### src/rtl/wrr_sched_pkg.sv
package wrr_sched_pkg;

  localparam logic [1:0] MODE_WEIGHTED = 2'b10;

  // Allowance for one round: weight units of 2**unit_lg bytes.
  function automatic int unsigned quota_bytes(input int unsigned weight,
                                              input int unsigned unit_lg);
    return weight << unit_lg;
  endfunction

  // Allowance left after a frame; a frame that overshoots leaves zero.
  function automatic int unsigned charge(input int unsigned left,
                                         input int unsigned bytes);
    int unsigned rest;
    rest = (bytes >= left) ? 0 : left - bytes;
    return rest;
  endfunction

  // Position of the lowest set bit (0 when none).
  function automatic int unsigned first_set(input logic [63:0] v);
    int unsigned pos;
    pos = 0;
    for (int i = 63; i >= 0; i--) begin
      if (v[i]) pos = unsigned'(i);
    end
    return pos;
  endfunction

endpackage

### src/rtl/wrr_lowest_pick.sv
module wrr_lowest_pick #(
  parameter int WIDTH = 8,
  localparam int IDX_W = (WIDTH > 1) ? $clog2(WIDTH) : 1
) (
  input  logic [WIDTH-1:0] cand_i,
  input  logic [IDX_W-1:0] floor_i,
  output logic [WIDTH-1:0] onehot_o,
  output logic             any_o
);

  // Lowest candidate whose index is not below floor_i.
  always_comb begin
    onehot_o = '0;
    any_o    = 1'b0;
    for (int i = WIDTH - 1; i >= 0; i--) begin
      if (cand_i[i] && (i >= int'(floor_i))) begin
        onehot_o    = '0;
        onehot_o[i] = 1'b1;
        any_o       = 1'b1;
      end
    end
  end

endmodule

### src/rtl/wrr_deficit_bank.sv
module wrr_deficit_bank
  import wrr_sched_pkg::*;
#(
  parameter int RINGS    = 8,
  parameter int WEIGHT_W = 8,
  parameter int UNIT_LG  = 6,
  parameter int BYTES_W  = 16
) (
  input  logic                      clk,
  input  logic                      rst_n,
  input  logic [RINGS*WEIGHT_W-1:0] weights_i,
  input  logic                      reload_i,
  input  logic                      charge_en_i,
  input  logic [RINGS-1:0]          charge_sel_i,
  input  logic [BYTES_W-1:0]        bytes_i,
  output logic [RINGS-1:0]          has_quota_o
);

  localparam int CNT_W = WEIGHT_W + UNIT_LG;

  for (genvar g = 0; g < RINGS; g++) begin : g_ring
    logic [WEIGHT_W-1:0] wt;
    logic [CNT_W-1:0]    left_q;

    assign wt = weights_i[g*WEIGHT_W +: WEIGHT_W];

    always_ff @(posedge clk or negedge rst_n) begin
      if (!rst_n) begin
        left_q <= '0;
      end else if (reload_i) begin
        left_q <= CNT_W'(quota_bytes(32'(wt), unsigned'(UNIT_LG)));
      end else if (charge_en_i && charge_sel_i[g]) begin
        left_q <= CNT_W'(charge(32'(left_q), 32'(bytes_i)));
      end
    end

    assign has_quota_o[g] = |left_q;
  end

endmodule

### src/rtl/wrr_quota_sched.sv
module wrr_quota_sched
  import wrr_sched_pkg::*;
#(
  parameter int RINGS    = 8,
  parameter int WEIGHT_W = 8,
  parameter int UNIT_LG  = 6,
  parameter int BYTES_W  = 16,
  localparam int IDX_W   = (RINGS > 1) ? $clog2(RINGS) : 1
) (
  input  logic                      clk,
  input  logic                      rst_n,
  input  logic [1:0]                mode_i,
  input  logic [RINGS-1:0]          req_i,
  input  logic [RINGS*WEIGHT_W-1:0] weight_i,
  input  logic                      sent_valid_i,
  input  logic [BYTES_W-1:0]        sent_bytes_i,
  output logic [RINGS-1:0]          grant_o,
  output logic                      round_done_o
);

  // Named internal events, observed by the bound checker.
  logic [IDX_W-1:0] ptr_q;        // ring the sweep has reached
  logic             active_q;     // a grant was given in this round
  logic             wrr_mode;
  logic [RINGS-1:0] has_quota;
  logic [RINGS-1:0] eligible;
  logic [RINGS-1:0] wrr_oh;
  logic             wrr_any;
  logic [RINGS-1:0] fix_oh;
  logic             fix_any;
  logic             sweep_end;
  logic             reload;
  logic             charge_en;

  assign wrr_mode = (mode_i == MODE_WEIGHTED);

  for (genvar g = 0; g < RINGS; g++) begin : g_elig
    assign eligible[g] = req_i[g] && has_quota[g] &&
                         (|weight_i[g*WEIGHT_W +: WEIGHT_W]);
  end

  wrr_lowest_pick #(.WIDTH(RINGS)) u_wrr_pick (
    .cand_i   (eligible),
    .floor_i  (ptr_q),
    .onehot_o (wrr_oh),
    .any_o    (wrr_any)
  );

  wrr_lowest_pick #(.WIDTH(RINGS)) u_fix_pick (
    .cand_i   (req_i),
    .floor_i  ('0),
    .onehot_o (fix_oh),
    .any_o    (fix_any)
  );

  assign sweep_end = !wrr_any;
  assign reload    = !wrr_mode || sweep_end;
  assign charge_en = wrr_mode && wrr_any && sent_valid_i;

  wrr_deficit_bank #(
    .RINGS    (RINGS),
    .WEIGHT_W (WEIGHT_W),
    .UNIT_LG  (UNIT_LG),
    .BYTES_W  (BYTES_W)
  ) u_bank (
    .clk          (clk),
    .rst_n        (rst_n),
    .weights_i    (weight_i),
    .reload_i     (reload),
    .charge_en_i  (charge_en),
    .charge_sel_i (wrr_oh),
    .bytes_i      (sent_bytes_i),
    .has_quota_o  (has_quota)
  );

  always_ff @(posedge clk or negedge rst_n) begin
    if (!rst_n) begin
      ptr_q    <= '0;
      active_q <= 1'b0;
    end else if (reload) begin
      ptr_q    <= '0;
      active_q <= 1'b0;
    end else begin
      ptr_q    <= IDX_W'(first_set(64'(wrr_oh)));
      active_q <= 1'b1;
    end
  end

  always_comb begin
    grant_o      = '0;
    round_done_o = 1'b0;
    if (rst_n) begin
      if (wrr_mode) begin
        grant_o      = wrr_oh;
        round_done_o = sweep_end && active_q;
      end else if (fix_any) begin
        grant_o = fix_oh;
      end
    end
  end

endmodule

### config.mk
export PLATFORM = sky130hd
export DESIGN_NAME = wrr_quota_sched
export DESIGN_NICKNAME = d
export VERILOG_FILES = /design/src/rtl/wrr_sched_pkg.sv /design/src/rtl/wrr_lowest_pick.sv /design/src/rtl/wrr_deficit_bank.sv /design/src/rtl/wrr_quota_sched.sv
export SDC_FILE = /design/constraint.sdc
export NUM_CORES = 1
export LEC_CHECK = 0
export BUFFER_PORTS_ARGS = -buffer_cell sky130_fd_sc_hd__buf_4
export CAP_MARGIN = 20
export CORE_AREA = 2 2 153 155
export DETAILED_ROUTE_END_ITERATION = 6
export DIE_AREA = 0 0 155 157
export GPL_TIMING_DRIVEN = 1
export PLACE_DENSITY = 0.74
export SETUP_SLACK_MARGIN = 0.05
export SLEW_MARGIN = 20
export SYNTH_ARGS = -nofsm -noshare
export SYNTH_HDL_FRONTEND = slang
export SYNTH_SLANG_ARGS = --single-unit
### constraint.sdc
create_clock -name clk -period 4.3 [get_ports clk]
set_input_delay 0.43 -clock clk [delete_from_list [all_inputs] [get_ports clk]]
set_output_delay 0.43 -clock clk [all_outputs]
set_load 0.03 [all_outputs]
# == After elaboration in Yosys (flattened, before gate mapping) ==
# Cells that the tools add are included.
# totals
register_bits,116
latch_bits,0
ram_bits,0
rom_bits,0
input_bits,93
output_inout_bits,9
elab_cells,166
mem_count,0
# classes
addsub,8
multipliers,0
div,0
magnitude_cmp,15
n_eq_ne,1
n_shift,0
muxes,71
bitwise_logic,0
n_reduce_logical,61
# ops
operator,count
14-bit two-way mux,24
8-bit two-way mux,19
16-bit by 14-bit >= comparator with 1-bit output,8
14-bit OR reduction,8
14-bit subtractor,8
8-bit OR reduction,8
1-bit logical AND,34
3-bit two-way mux,9
1-bit two-way mux,19
2-bit nonzero test,8
3-bit >= comparator (first input constant),3
1-bit by 3-bit >= comparator with 1-bit output (first input constant),2
2-bit by 3-bit >= comparator with 1-bit output (first input constant),2
2-bit equality test (second input constant),1
1-bit logical NOT,2
1-bit logical OR,1

# == Depth between registers and ports, before layout ==
# logic_depth
ltp_word,20
mapped_depth,11
mapped_depth_nobuf,11

# == By module ==
# A second synthesis with hierarchy kept.
# hier_totals
cells_unflattened,1529
hier_area_um2,12767.2
# modules_own_cells
mod,n_inst,cells_each,area_each_um2,seq_area_each_um2
wrr_deficit_bank,1,1372,11692.5,2802.7
wrr_quota_sched,1,83,564.3,100.1
wrr_lowest_pick,2,37,255.2,0.0

# == Least setup slack after synthesis ==
# OpenSTA, ideal clock, no wires.
# synth_timing
path_type,input -> output
start,input weight_i[36]
end,output round_done_o
t_arrival_ns,2.403
required_ns,3.870
setup_slack_ns,1.467
stages,6
n_path_buf,0
path_cell_list,or4_1 -> o211ai_1 -> o2bb2ai_1 -> nor2_1 -> nand2_1 -> nor3_1
# synth_between
elab_chain_len,12
# synth_lines
element,line_no,rtl
"start, declared",wrr_quota_sched.sv:14,"input logic [RINGS*WEIGHT_W-1:0] weight_i,"
8-bit OR reduction,wrr_quota_sched.sv:39,(|weight_i[g*WEIGHT_W +: WEIGHT_W]);
1-bit logical AND,wrr_quota_sched.sv:38,assign eligible[g] = req_i[g] && has_quota[g] &&
1-bit logical AND,wrr_lowest_pick.sv:16,if (cand_i[i] && (i >= int'(floor_i))) begin
1-bit two-way mux (5 in series),wrr_lowest_pick.sv:16,
1-bit logical NOT,wrr_quota_sched.sv:56,assign sweep_end = !wrr_any;
1-bit logical AND,wrr_quota_sched.sv:95,round_done_o = sweep_end && active_q;
1-bit two-way mux,wrr_quota_sched.sv:93,if (wrr_mode) begin
1-bit two-way mux,wrr_quota_sched.sv:92,if (rst_n) begin
"end, declared",wrr_quota_sched.sv:18,output logic round_done_o
# No other way between the ends.

# == Worst setup path after layout ==
# layout_timing
start,register u_bank.g_ring[2].left_q[0]
end,output grant_o[7]
# layout_between
elab_chain_len,9
# layout_lines
element,line_no,rtl
"start, declared",wrr_deficit_bank.sv:23,logic [CNT_W-1:0] left_q;
"start signal, assigned",wrr_deficit_bank.sv:31,"left_q <= CNT_W'(quota_bytes(32'(wt), unsigned'(UNIT_LG)));"
"start signal, assigned",wrr_deficit_bank.sv:33,"left_q <= CNT_W'(charge(32'(left_q), 32'(bytes_i)));"
14-bit OR reduction,wrr_deficit_bank.sv:37,assign has_quota_o[g] = |left_q;
1-bit logical AND (2 in series),wrr_quota_sched.sv:38,
1-bit logical AND,wrr_lowest_pick.sv:16,
8-bit two-way mux (3 in series),wrr_lowest_pick.sv:16,
8-bit two-way mux,wrr_quota_sched.sv:93,
8-bit two-way mux,wrr_quota_sched.sv:92,
"end, declared",wrr_quota_sched.sv:17,"output logic [RINGS-1:0] grant_o,"
# No other way between the ends.

==> summary.md <==
| Metric | Value |
|---|---|
| Root Driver | `clkbuf_16` |
| Clock Pin Slew Worst Setup and Hold Paths | `roughly 0.060 ns` |
| Global placement routability congestion | `0.9566` |
| Grt total ovfl | `0` |
| Worst path most repeated cell | `buf_4` |
| Final Non-Filler Cells | `1,891` |
| Minimum clock period | `3.589 ns` |
| Critical Path Start Type | `flip-flop` |
| Avg Cell Area, Syn | `8.330 um2` |
| DP HPWL | `a little under 30 mm` |
| Worst Clk Skew | `0.01309 ns` |
| Slew Viols, Final | `0` |
| Fin. Hold Viols | `0` |
| Leakage | `6.682 nW` |
| Achievable Freq | `278.6 MHz` |
| WP data arrival | `3.16 ns` |
| Reg2Reg Depth | `8` |
| CP peak stage delay | `0.42 ns` |
| YS warnings | `0` |
| Cell internal pwr | `2.605 mW` |
| Final setup margin | `just over 0.7 ns` |
| Hold depth | `3` |
| RSZ-0062 raised after global routing | `no` |
| Final net count | `1,910` |
| Fill count | `2,016` |
| Total GRT Usage | `0.3338` |
| Max Cap Violations | `0` |
| IO Pins | `102` |
| Num CTS Buffers | `17` |
| Worst Path Max Fanout | `6` |
| Post-Route WL | `40.39 mm` |
| Initial Util | `0.5490` |
| Core area | `22,500 um2` |
| CP cell instances | `nor4_1 -> nand4_1 -> a32o_1 -> nand2b_4 -> nor2_1 -> buf_4 -> nand2_1 -> o21ai_0 -> and2_1 -> buf_4` |
| Pwr Density | `277.4 nW/um2` |
| Die H | `157 um` |
| Detailed-route DRC error count | `0` |
| Antenna diodes | `0` |
| Register area share after synthesis | `0.2350` |
| Initial antenna violation count | `0` |
| Critical path required time | `3.87 ns` |
| Setup crit end kind | `output pin` |
| CTS tree | `yes` |
| H-tree levels | `4` |
| Clock power share | `0.392` |
| Synth cell types | `75` |
| Die width | `155 um` |
| ANT nets after route | `0` |
| # setup viols final | `0` |
| Via Count | `between 10,000 and 15,000` |
| WL/cell | `21.36 um` |
| Vias in the first global route | `11,470` |
| Sw Pwr | `1.311 mW` |
| WS Path Type | `reg -> out` |
| Hold Crit Class | `in -> reg` |
| Top FF cell, synth | `dfrtp_1` |
| Crit-path slowest cell | `dfrtp_1` |
| Slew @ Worst Pin | `1.117 ns` |
| Number of core rows | `between 50 and 60` |
| Via density | `6.437` |
| Logic pwr share | `0.296` |
| VDD IR-drop max | `243.8 uV` |
| Largest net degree at the start of global routing | `53` |
| Die footprint | `24,340 um2` |
| Resized cells post-CTS | `0` |
| Ys async rst share | `1.000` |
| Cell count after synthesis | `around 1,500` |
| Setup TNS Final | `0 ns` |
| 1st-iter DRT viols | `between 900 and 1,000` |
| Status | `completed` |
| Placed Cells | `1,858` |
| EDFF count, synth | `0` |
| Syn-to-layout area delta | `14.28%` |
| Synthesized Nets | `1,800` |
| DRT Pass-1 Iters | `6` |
| Power Total | `around 3.9 mW` |
| CTS Buffer Depth | `2` |
| Worst skew pair latency | `0.43 ns` |
| # port buffers | `101` |
| First-pass GRT wire length | `62.87 mm` |
| Clk sinks | `about 120` |
| Number of synthesized register bits | `116` |
| Place WS | `approximately 0.8 ns` |
| Placement Cell Area | `13,490 um2` |
| Crit share post-route | `0.8347` |
| Seq pwr share | `0.312` |
| Worst slew margin | `0.2550` |
| Layout cell share with drive strength beyond 1 | `0.1021` |
| Final instance area | `14,120 um2` |
| Net Sw Frac | `0.3348` |
| Synth Cell Area | `about 12,000 um2` |
power by group through the flow:
stage                     logic, mW  registers [mW]  clock network (mW)
final                          1.16            1.22                1.54
after global placement         1.10            1.24                   0
after CTS                      1.14            1.22                1.54
after global routing           1.27            1.23                1.59
after floorplan               0.764            1.21                   0
after detailed placement       1.12            1.24                   0
registers in the layout (all words and copies together), names as in the netlist:
register	count
active_q	1
u_bank.g_ring.left_q	112
ptr_q	3
routing by layer:
metal  part of all wire  global-route usage  wire, um
met5                  0                   0         0
met4              0.041              0.1354      1654
met3              0.085             0.05286      3449
met2               0.45              0.5361     18120
met1               0.43              0.4510     17170
path summary, 6_finish.rpt:
kind	slack, ns	to	startpoint
hold / removal	0.21	u_bank.g_ring[5].left_q[7]	weight_i[41]
hold reg to reg	0.55	u_bank.g_ring[3].left_q[0]	u_bank.g_ring[3].left_q[0]
setup reg to reg	1.07	u_bank.g_ring[5].left_q[7]	u_bank.g_ring[2].left_q[0]
max in group asynchronous	2.91	u_bank.g_ring[2].left_q[5]	rst_n
min in group asynchronous	0.53	u_bank.g_ring[7].left_q[7]	rst_n
setup / recovery	0.71	grant_o[7]	u_bank.g_ring[2].left_q[0]
synthesized netlist by cell type (9+ instances only):
master	n	area share
nand4_1	18	0.0091
xnor2_1	29	0.021
o211ai_1	17	0.010
a21o_1	41	0.025
clkbuf_1	20	0.0061
nor4_1	43	0.022
xor2_1	42	0.030
ha_1	216	0.22
o31ai_1	16	0.0097
nor2_1	69	0.021
a22oi_1	54	0.033
a31oi_1	9	0.0046
nand3_1	21	0.0085
o21ai_0	140	0.057
nor2b_1	35	0.018
and3_1	11	0.0056
inv_1	153	0.046
a211oi_1	19	0.012
nand2b_1	18	0.0091
dfrtp_1	116	0.23
a21oi_1	80	0.032
o21a_1	20	0.012
nand2_1	109	0.033
nor3_1	37	0.015
or3_1	10	0.0051
area by class of cell:
type	instances	area, um2	share of cell area
tap	285	356.6	0.02526
inverter	153	574.3	0.04068
clock buffer	23	457.9	0.03244
clock inverter	9	152.6	0.01081
multi-input combinational	1185	8757	0.6203
sequential	116	2903	0.2056
timing repair buffer	120	915.9	0.06488
critical path: cells and delay by family (launching register included):
kind            cells  cell delay [ns]
simple gates        6             1.28
buf+inv             2             0.31
compound gates      2             0.74
flops               1             0.42
cells in the final DEF (no fill, tap or decap), types with 35 or more instances in the layout:
cell / instances
ha_1: 216
inv_1: 153
o21ai_0: 140
buf_4: 118
dfrtp_1: 116
nand2_1: 109
a21oi_1: 79
nor2_1: 69
a22oi_1: 54
nor4_1: 43
xor2_1: 42
a21o_1: 41
nor3_1: 37
nor2b_1: 35
what timing repair did:
action                                  in CTS  in global routing
endpoints found under the setup margin       0                  0
endpoints found under the hold margin       12                  0
hold buffers                                 1                  0
buffers inserted                             0                  0
cells by family (layout without fill, tap and decap cells):
group	Yosys count	count (layout)	synth area share
AO/OA/AOI/OAI	478	478	0.2539
AND/OR/NAND/NOR	409	409	0.1701
adder cells (fa/ha/maj)	224	224	0.2317
buffers and inverters	182	305	0.05642
flip-flops	116	116	0.2350
XOR/XNOR	71	71	0.05034
multiplexers	3	3	0.002532
metrics by stage:
step | utilization | hold slack, ns
2_1_floorplan | - | 0.1344
3_3_place_gp | 0.5996 | 0.4301
3_5_place_dp | 0.5996 | 0.4425
4_1_cts | 0.6272 | 0.1982
5_1_grt | 0.6274 | 0.2223
6_report | 0.6274 | 0.2093
No activity file was read; power rests on OpenSTA's default activity.
